<file path="src/rtl/rotmask_pkg.sv">
package rotmask_pkg;
  typedef enum logic {
    RM_DWORD = 1'b0,
    RM_WORD  = 1'b1
  } rm_mode_e;
endpackage

</file>
<file path="src/rtl/rm_rotator.sv">
module rm_rotator #(
  parameter int XLEN = 64,
  parameter int SHW  = $clog2(XLEN)
) (
  input  logic            word_mode,
  input  logic [XLEN-1:0] src,
  input  logic [SHW-1:0]  amt,
  output logic [XLEN-1:0] rot
);
  import rotmask_pkg::*;
  localparam int HALF = XLEN / 2;
  localparam logic [SHW-1:0] LO_AMT = SHW'(HALF - 1);

  logic [XLEN-1:0]   opnd;
  logic [SHW-1:0]    n;
  logic [2*XLEN-1:0] wide;

  always_comb begin
    if (rm_mode_e'(word_mode) == RM_WORD) begin
      opnd = {src[HALF-1:0], src[HALF-1:0]};
      n    = amt & LO_AMT;
    end else begin
      opnd = src;
      n    = amt;
    end
    // upper half of the shifted doubled value is the rotation
    wide = {opnd, opnd} << n;
    rot  = wide[2*XLEN-1:XLEN];
  end
endmodule

</file>
<file path="src/rtl/rm_index_map.sv">
module rm_index_map #(
  parameter int XLEN = 64,
  parameter int SHW  = $clog2(XLEN)
) (
  input  logic           word_mode,
  input  logic [SHW-1:0] idx_in,
  output logic [SHW-1:0] idx_out
);
  localparam int HALF = XLEN / 2;
  localparam logic [SHW-1:0] HALF_IDX = SHW'(HALF);
  localparam logic [SHW-1:0] LO_IDX   = SHW'(HALF - 1);

  // HALF is a power of two, so the offset is a single OR
  assign idx_out = word_mode ? (HALF_IDX | (idx_in & LO_IDX)) : idx_in;
endmodule

</file>
<file path="src/rtl/rm_maskgen.sv">
module rm_maskgen #(
  parameter int XLEN = 64,
  parameter int SHW  = $clog2(XLEN)
) (
  input  logic            word_mode,
  input  logic [SHW-1:0]  mb,
  input  logic [SHW-1:0]  me,
  output logic [XLEN-1:0] mask
);
  logic [SHW-1:0] b_eff;
  logic [SHW-1:0] e_eff;
  logic           wrap;

  rm_index_map #(.XLEN(XLEN), .SHW(SHW)) u_map_b (
    .word_mode(word_mode), .idx_in(mb), .idx_out(b_eff)
  );
  rm_index_map #(.XLEN(XLEN), .SHW(SHW)) u_map_e (
    .word_mode(word_mode), .idx_in(me), .idx_out(e_eff)
  );

  assign wrap = b_eff > e_eff;

  // position p counts from the MSB, so it drives mask[XLEN-1-p]
  for (genvar p = 0; p < XLEN; p++) begin : g_bit
    logic ge_b;
    logic le_e;
    assign ge_b = SHW'(p) >= b_eff;
    assign le_e = SHW'(p) <= e_eff;
    assign mask[XLEN-1-p] = wrap ? (ge_b | le_e) : (ge_b & le_e);
  end
endmodule

</file>
<file path="src/rtl/rotmask_unit.sv">
module rotmask_unit #(
  parameter  int XLEN = 64,
  localparam int SHW  = $clog2(XLEN)
) (
  input  logic            clk,
  input  logic            rst,
  input  logic            word_mode,
  input  logic [XLEN-1:0] src,
  input  logic [SHW-1:0]  amt,
  input  logic [SHW-1:0]  mask_begin,
  input  logic [SHW-1:0]  mask_end,
  output logic [XLEN-1:0] rot_out,
  output logic [XLEN-1:0] mask_out
);
  logic [XLEN-1:0] rot_d;
  logic [XLEN-1:0] mask_d;

  rm_rotator #(.XLEN(XLEN), .SHW(SHW)) u_rot (
    .word_mode(word_mode), .src(src), .amt(amt), .rot(rot_d)
  );

  rm_maskgen #(.XLEN(XLEN), .SHW(SHW)) u_mask (
    .word_mode(word_mode), .mb(mask_begin), .me(mask_end), .mask(mask_d)
  );

  always_ff @(posedge clk) begin
    if (rst) begin
      rot_out  <= '0;
      mask_out <= '0;
    end else begin
      rot_out  <= rot_d;
      mask_out <= mask_d;
    end
  end
endmodule

</file>
<file path="config.mk">
export PLATFORM = sky130hd
export DESIGN_NAME = rotmask_unit
export DESIGN_NICKNAME = d
export VERILOG_FILES = /design/src/rtl/rotmask_pkg.sv /design/src/rtl/rm_rotator.sv /design/src/rtl/rm_index_map.sv /design/src/rtl/rm_maskgen.sv /design/src/rtl/rotmask_unit.sv
export SDC_FILE = /design/constraint.sdc
export NUM_CORES = 1
export LEC_CHECK = 0
export BUFFER_PORTS_ARGS = -buffer_cell sky130_fd_sc_hd__buf_2
export CAP_MARGIN = 0
export CORE_AREA = 2 2 198 200
export CTS_CLUSTER_DIAMETER = 150
export CTS_CLUSTER_SIZE = 14
export DETAILED_ROUTE_END_ITERATION = 10
export DIE_AREA = 0 0 200 202
export HOLD_SLACK_MARGIN = 0.12
export SETUP_SLACK_MARGIN = 0.05
export SLEW_MARGIN = 20
export SYNTH_ARGS = -nofsm -noshare
export SYNTH_HDL_FRONTEND = slang
export SYNTH_SLANG_ARGS = --single-unit
</file>
<file path="constraint.sdc">
create_clock -name clk -period 3.2 [get_ports clk]
set_input_delay 0.32 -clock clk [delete_from_list [all_inputs] [get_ports clk]]
set_output_delay 0.32 -clock clk [all_outputs]
set_load 0.005 [all_outputs]
</file>
# After elaboration in Yosys (flattened, before gate mapping)
# Cells that the tools add are included.
[totals] regBits=128 in_bits=85 output_inout_bits=128 word_cells=328
[classes] magnitude_cmp=129 shift=1 muxes=68 bitwise=128
[ops] operator="6-bit greater-or-equal comparator (first input constant)" count=32
[ops] operator="6-bit <= comparator (first input constant)" count=32
[ops] operator="128-bit by 6-bit << shifter with 128-bit output" count=1
[ops] operator="5-bit by 6-bit greater-or-equal comparator with 1-bit output (first input constant)" count=16
[ops] operator="5-bit by 6-bit <= comparator with 1-bit output (first input constant)" count=16
[ops] operator="1-bit AND" count=64
[ops] operator="1-bit two-way mux" count=64
[ops] operator="64-bit two-way mux" count=1
[ops] operator="1-bit bitwise OR" count=64
[ops] operator="4-bit by 6-bit greater-or-equal comparator with 1-bit output (first input constant)" count=8
[ops] operator="4-bit by 6-bit <= comparator with 1-bit output (first input constant)" count=8
[ops] operator="3-bit by 6-bit greater-or-equal comparator with 1-bit output (first input constant)" count=4
[ops] operator="3-bit by 6-bit <= comparator with 1-bit output (first input constant)" count=4
[ops] operator="6-bit two-way mux" count=3
[ops] operator="1-bit by 6-bit greater-or-equal comparator with 1-bit output (first input constant)" count=2
[ops] operator="2-bit by 6-bit greater-or-equal comparator with 1-bit output (first input constant)" count=2
[ops] operator="1-bit by 6-bit <= comparator with 1-bit output (first input constant)" count=2
[ops] operator="2-bit by 6-bit <= comparator with 1-bit output (first input constant)" count=2
[ops] operator="6-bit greater-than comparator" count=1

# Logic depth before layout (Yosys ltp)
# Gate-level depths: netlist of run 1.
[logic_depth] ltp_word=4 mapped_depth=12 depth_no_buf=9

# Hierarchy
# A second synthesis of run 1 with hierarchy kept.
[hier_totals] hier_cells=1351 hier_area_um2=12280.5
[modules_own_cells] module="rm_rotator" n_inst=1 cells_per_inst=777 area_each_um2=6916.6 seq_area_each_um2=0.0
[modules_own_cells] module="rotmask_unit" n_inst=1 cells_per_inst=270 area_each_um2=3464.6 seq_area_each_um2=2562.5
[modules_own_cells] module="rm_maskgen" n_inst=1 cells_per_inst=292 area_each_um2=1811.7 seq_area_each_um2=0.0
[modules_own_cells] module="rm_index_map" n_inst=2 cells_per_inst=6 area_each_um2=43.8 seq_area_each_um2=0.0

# Worst setup path after synthesis of run 1
# Ideal clock, no wire load.
[synth_path] path_kind="in2reg" from="input port mask_end[2]" to="register mask_out[42]" setup_ns=0.095 t_arrival_ns=2.543 t_required_ns=3.105 slack_ns=0.562 cell_stages=11 n_path_buf=3 cell_sequence="clkbuf_1 clkinv_1 ha_1 and3_1 nand3_1 o21ai_0 a21oi_1 clkbuf_1 clkbuf_1 o21ai_0 a221oi_1"
[synth_via] elab_chain_cells=4 elab_cells_between_ends=6 cone_classes="order compare (2); mux (2); bitwise (2)"
[synth_rtl] item="start: declaration" line_no="rotmask_unit.sv:11" source="input logic [SHW-1:0] mask_end,"
[synth_rtl] item="6-bit two-way mux *" line_no="rm_index_map.sv:14" source="assign idx_out = word_mode ? (HALF_IDX | (idx_in & LO_IDX)) : idx_in;"
[synth_rtl] item="5-bit by 6-bit <= comparator with 1-bit output" line_no="rm_maskgen.sv:28" source="assign le_e = SHW'(p) <= e_eff;"
[synth_rtl] item="1-bit AND or 1-bit bitwise OR (tied branches)" line_no="rm_maskgen.sv:29" source="assign mask[XLEN-1-p] = wrap ? (ge_b | le_e) : (ge_b & le_e);"
[synth_rtl] item="1-bit two-way mux *" line_no="rm_maskgen.sv:29"
[synth_rtl] item="end signal: assignment" line_no="rotmask_unit.sv:32" source="mask_out <= mask_d;"
[synth_rtl] item="end: declaration" line_no="rotmask_unit.sv:13" source="output logic [XLEN-1:0] mask_out"
# Every way passes the cells marked *; elsewhere a longest branch is shown, timed or not.
# A chain may end at the register's enable or synchronous reset.

# Worst setup path in the final report of run 1
[layout_path] from="input port amt[0]" to="register rot_out[8]"
[layout_via] elab_chain_cells=2
[layout_rtl] item="start: declaration" line_no="rotmask_unit.sv:9" source="input logic [SHW-1:0] amt,"
[layout_rtl] item="6-bit two-way mux" line_no="rm_rotator.sv:19" source="if (rm_mode_e'(word_mode) == RM_WORD) begin"
[layout_rtl] item="128-bit by 6-bit << shifter with 128-bit output" line_no="rm_rotator.sv:27" source="wide = {opnd, opnd} << n;"
[layout_rtl] item="end signal: assignment" line_no="rotmask_unit.sv:31" source="rot_out <= rot_d;"
[layout_rtl] item="end: declaration" line_no="rotmask_unit.sv:12" source="output logic [XLEN-1:0] rot_out,"
# Every way passes these cells.

==> results.cfg, run 1 <==
[outcome]
status = finished, final reports clean

[grt]
gr-total-overflow = 0
track_usage = 0.250
first_global_vias = 11700
grt_start_max_net_pins = 67
grt_pass1_wl_mm = 75.6
antenna_found_initial = 1

[synthesis]
synth_edf_count = 0
ys_seq_elements = 128
synth_cell_type_count = 77
yosys_warnings = 0
async_flop_share = 0
synth_area_leader_cell = dfxtp_1
syn_nets = 1423
synth_seq_area_share = 0.226
synth_area_sq_um = 11300
synth_area_leaders = dfxtp_1 (23%), mux4_2 (15%), mux2i_1 (8.4%)
syn_area_per_cell_sq_um = 8.50
synth_flop_cell = dfxtp_1
synth.top_cell.area_share = 0.226
syn_inst = 1333

[die]
die_x_um = 200
die_h_um = 202
io_pins = 213
core_area_sq_um = 38300
core.rowCount = 72
start_util = 0.296
dieArea_sq_um = 40400

[power_and_ir_drop]
finalPower_mw = 6.25
power.switching_mw = 2.23
seqPwrFrac = 0.296
ir_drop_uv = 376
switching_share = 0.357
p_leak_nw = 5.69
power.density_nw_per_um2 = 460
p_int_mw = 4.02
power_frac_clock = 0.346
power.share.combinational = 0.358

[routing]
vias_per_cell = 6.00
vias = 12200
firstDrtPassIters = 6
drt_iter0_drc = 1486
drc = 0
wl_mm = 51.2
wl_per_cell_um = 25.1
ant_nets = 0

[timing]
setup_violations = 0
fin_crit_ns = 2.52
finalCritPeriodShare = 0.787
relSlewSlack = 0.327
tightestPinTransition_ns = 0.999
finalHoldViolations = 0
grt_setup_unrepaired = no
timing.fmax_ghz = 0.397
tns_ns = 0
drv_slew = 0

[worst_setup_path]
crit_path_end_kind = flop
critical_path_arrival_ns = 2.80
crit_fanout = 18
crit_path_start = amt[0]
worstSetupPathType = in -> reg
critPathLaunchType = primary input
worstPathRequired_ns = 3.48

[placed_design]
portBuffers = 212
gp_congestion = 1.01
dp_hpwl_mm = 39.1
placed_area_sq_um = 12900

[clock_network]
clk_pin_slew_ns = 0.06
cts-buffers-inserted = 17
cts.root.buffer_cell = clkbuf_16
post_cts_resized = 0
clock_sinks = 128
cts-htree-levels = 4
cts_tree = done
clockBufferDepth = 2
ctsHoldBuffers = 0
post_cts_buffers = 0

[finish]
fin_nets = 1595
drive_gt1_frac = 0.308
stdcell_area_sq_um = 13600
syn_to_final_growth_pct = 20.0
layout_commonest_cell = buf_2
layout_common_cells = buf_2 (211), nand2_1 (201), dfxtp_1 (128), nor2_1 (119), a21oi_1 (111)

[run]
maxCapViolCount = 0

[worst_hold_path]
hp-start = mask_end[2]
holdCritPathClass = in -> reg
sequential cells by signal (all words and copies together) (netlist names):
name / count
rot_out: 64
mask_out: 64
cell usage after synthesis, types with 14 or more instances:
master	n
a22oi_1	16
o211ai_1	14
o21ai_0	77
mux2_2	56
o22ai_1	22
a21oi_1	111
nand2_1	201
nor3_1	19
o21ai_1	14
mux2i_1	95
inv_1	18
nor2_1	119
dfxtp_1	128
mux4_2	75
buf_2	33
clkbuf_1	68
nand3_1	16
a211oi_1	15
o221ai_1	32
cell families (layout without fill, tap and decap cells):
family	Yosys count	in the layout	share of synthesized area
AO/OA/AOI/OAI	409	409	0.239
adder cells (fa/ha/maj)	10	10	0.00994
buffers and inverters	147	332	0.0681
flip-flops	128	128	0.226
multiplexers	242	242	0.312
other	0	2	0
AND/OR/NAND/NOR	397	397	0.145
worst max-delay path: stages:
cell and delay, ns:
buf_4 0.27, buf_12 0.22, buf_4 0.24, mux4_2 0.57
mux2_2 0.29, mux2i_1 0.34, or2_1 0.16, o221ai_1 0.15
nand2_1 0.11, o221ai_1 0.13
final timing paths:
path / end / slack [ns] / cells after the start
setup / recovery: rot_out[8]$_SDFF_PP0_ / 0.68 / 10
hold / removal: mask_out[61]$_SDFF_PP0_ / 0.38 / 3
routing by layer:
layer  track usage  up-vias  wire [um]
met4         0.137        0       2820
li1              -     5407          -
met2         0.411      832      24100
met3        0.0487      142       4670
met5             0        -          0
met1         0.306     5839      19600
cell type report:
| class | count | area, sq um |
|---|---|---|
| multi-input combinational | 1058 | 7990 |
| tap | 518 | 648 |
| sequential | 128 | 2560 |
| clock inverter | 13 | 198 |
| inverter | 21 | 78.8 |
| timing repair buffer | 279 | 1650 |
| antenna | 2 | 5.00 |
| clock buffer | 19 | 453 |
| fill | 3986 | 24700 |
power groups by stage:
stage / clock [mW] / combinational, mW / sequential, mW
after floorplan: 0 / 1.31 / 1.88
after global placement: 0 / 2.18 / 1.89
after detailed placement: 0 / 2.18 / 1.89
after CTS: 2.20 / 2.19 / 1.85
after global routing: 2.26 / 2.38 / 1.86
final: 2.16 / 2.24 / 1.85
metrics by stage:
step                       util  worst slack [ns]  hold slack (ns)  std cells
after floorplan               -             0.562            0.542       1333
after global placement    0.338             0.290            0.695       2004
after detailed placement  0.338             0.238            0.695       2004
after CTS                 0.355             0.693            0.356       2036
after global routing      0.355             0.545            0.392       2036
final                     0.355             0.680            0.383       2038
Power figures use the tool's default switching activity.
==> inputs of run 2 (changes only) <==
==> constraint.sdc (replaced) <==
create_clock -name clk -period 2.04 [get_ports clk]
set_input_delay 0.204 -clock clk [delete_from_list [all_inputs] [get_ports clk]]
set_output_delay 0.204 -clock clk [all_outputs]
set_load 0.005 [all_outputs]
==> results.cfg, run 2 (synthesized netlist as in run 1, its figures left out) <==
[finish]
syn_to_final_growth_pct = 45.2
instances_no_fill = 2314
fin_nets = 1874
antenna_cells = 0
area.sequential_sq_um = 2560
fillers = 3820
drive_gt1_frac = 0.453
multi_input_area_sq_um = 8400
largestRegisters = mask_out (64), rot_out (64)
layout_commonest_cell = buf_4
layout_common_cells = buf_4 (308), buf_2 (210), nand2_1 (198), dfxtp_1 (128), nor2_1 (116)

[placed_design]
gp_congestion = 0.988
dpl.cell_count = 2272
dp_hpwl_mm = 42.0
portBuffers = 212

[timing]
drv_slew = 0
fin_crit_ns = 2.01
setup_violations = 0
timing.fmax_ghz = 0.498
tightestPinTransition_ns = 0.763
relSlewSlack = 0.489
grt_setup_unrepaired = yes
finalHoldViolations = 0
tns_ns = 0
finalCritPeriodShare = 0.985

[power_and_ir_drop]
power.switching_mw = 3.64
p_leak_nw = 7.24
p_int_mw = 6.40
switching_share = 0.362
power_frac_clock = 0.271
power.share.combinational = 0.441
seqPwrFrac = 0.288
ir_drop_uv = 631
power.density_nw_per_um2 = 611

[clock_network]
clock_sinks = 128
cts_tree = done
clockBufferDepth = 2
cts-buffers-inserted = 17
ctsHoldBuffers = 0
cts-htree-levels = 4
cts.root.buffer_cell = clkbuf_16
clk_pin_slew_ns = 0.06

[worst_setup_path]
critPathLaunchType = primary input
worstPathRequired_ns = 2.39
worstSetupPathType = in -> reg
crit_path_end_kind = flop
crit_fanout = 12
critical_path_arrival_ns = 2.36
crit_path_start = amt[0]

[routing]
vias_per_cell = 5.71
drt_iter0_drc = 1309
ant_nets = 0
wl_per_cell_um = 22.8
wl_mm = 52.7
drc = 0
vias = 13200
firstDrtPassIters = 8

[grt]
track_usage = 0.258
grt_pass1_wl_mm = 78.4
gr-total-overflow = 0
first_global_vias = 12900
antenna_found_initial = 0
grt_start_max_net_pins = 43

[die]
dieArea_sq_um = 40400
die_x_um = 200
die_h_um = 202
io_pins = 213
core.rowCount = 72
core_area_sq_um = 38300
start_util = 0.296

[worst_hold_path]
holdCritPathClass = in -> reg
hp-start = mask_end[0]

[run]
maxCapViolCount = 0

[outcome]
status = finished, final reports clean
## run 2: changes by cell type in the layout (fill, tap and decap cells not counted), moves of 6 or more
cell     delta
mux2_2     -10
mux2_4     +12
buf_4     +247
mux2i_1    -17
o21ai_2     +6
mux2i_2    +16
buf_12     +17
## run 2: final timing paths
kind / end / slack [ns] / depth (start not counted)
max: rot_out[2]$_SDFF_PP0_ / 0.03 / 9
min: mask_out[0]$_SDFF_PP0_ / 0.29 / 4
## run 2: layer usage
metal  wire length, um  track usage
met1             20600        0.321
met2             25400        0.433
met3              3830       0.0357
met4              2870        0.133
met5                 0            0
## run 2: layout make-up
cell class              instances  share of cell area
multi-input cells            1058               0.511
repair buffers                558               0.256
flip-flops and latches        128               0.156
well taps                     518              0.0394
clock buffers                  18              0.0261
inverters                      21             0.00609
clock inverters                13             0.00555
## run 2: per-stage QoR
stage           util  setup WS (ns)  hold WS (ns)  instance area [sq um]  total power [mW]
4_1_cts        0.421         0.0518         0.258                  16100              9.91
6_report       0.430         0.0313         0.285                  16400              10.0
5_1_grt        0.430        0.00219         0.280                  16400              10.5
3_3_place_gp   0.402         -0.561         0.580                  15400              7.08
2_1_floorplan      -         -0.132         0.430                  11700              5.12
3_5_place_dp   0.402         -0.522         0.579                  15400              7.12
## run 2: repair_timing
item / 4_1_cts / 5_1_grt
buffers inserted: 0 / 4
endpoints found under the setup margin: 26 / 49
pin swaps: 0 / 5
cloned: 4 / 4
gates resized for setup: 13 / 47
## run 2: worst max-delay path: stages
cell and delay (ns):
buf_12 0.14, clkbuf_16 0.17, mux2i_2 0.17, mux4_2 0.54, a222oi_1 0.39, nand2_1 0.23, buf_4 0.20, o22a_1 0.21
o21ai_1 0.11
## run 2: power groups by stage
stage	logic [mW]	registers, mW	clock network, mW
2_1_floorplan	2.18	2.95	0
3_3_place_gp	4.13	2.95	0
3_5_place_dp	4.16	2.95	0
4_1_cts	4.23	2.90	2.77
5_1_grt	4.70	2.92	2.89
6_report	4.43	2.89	2.72
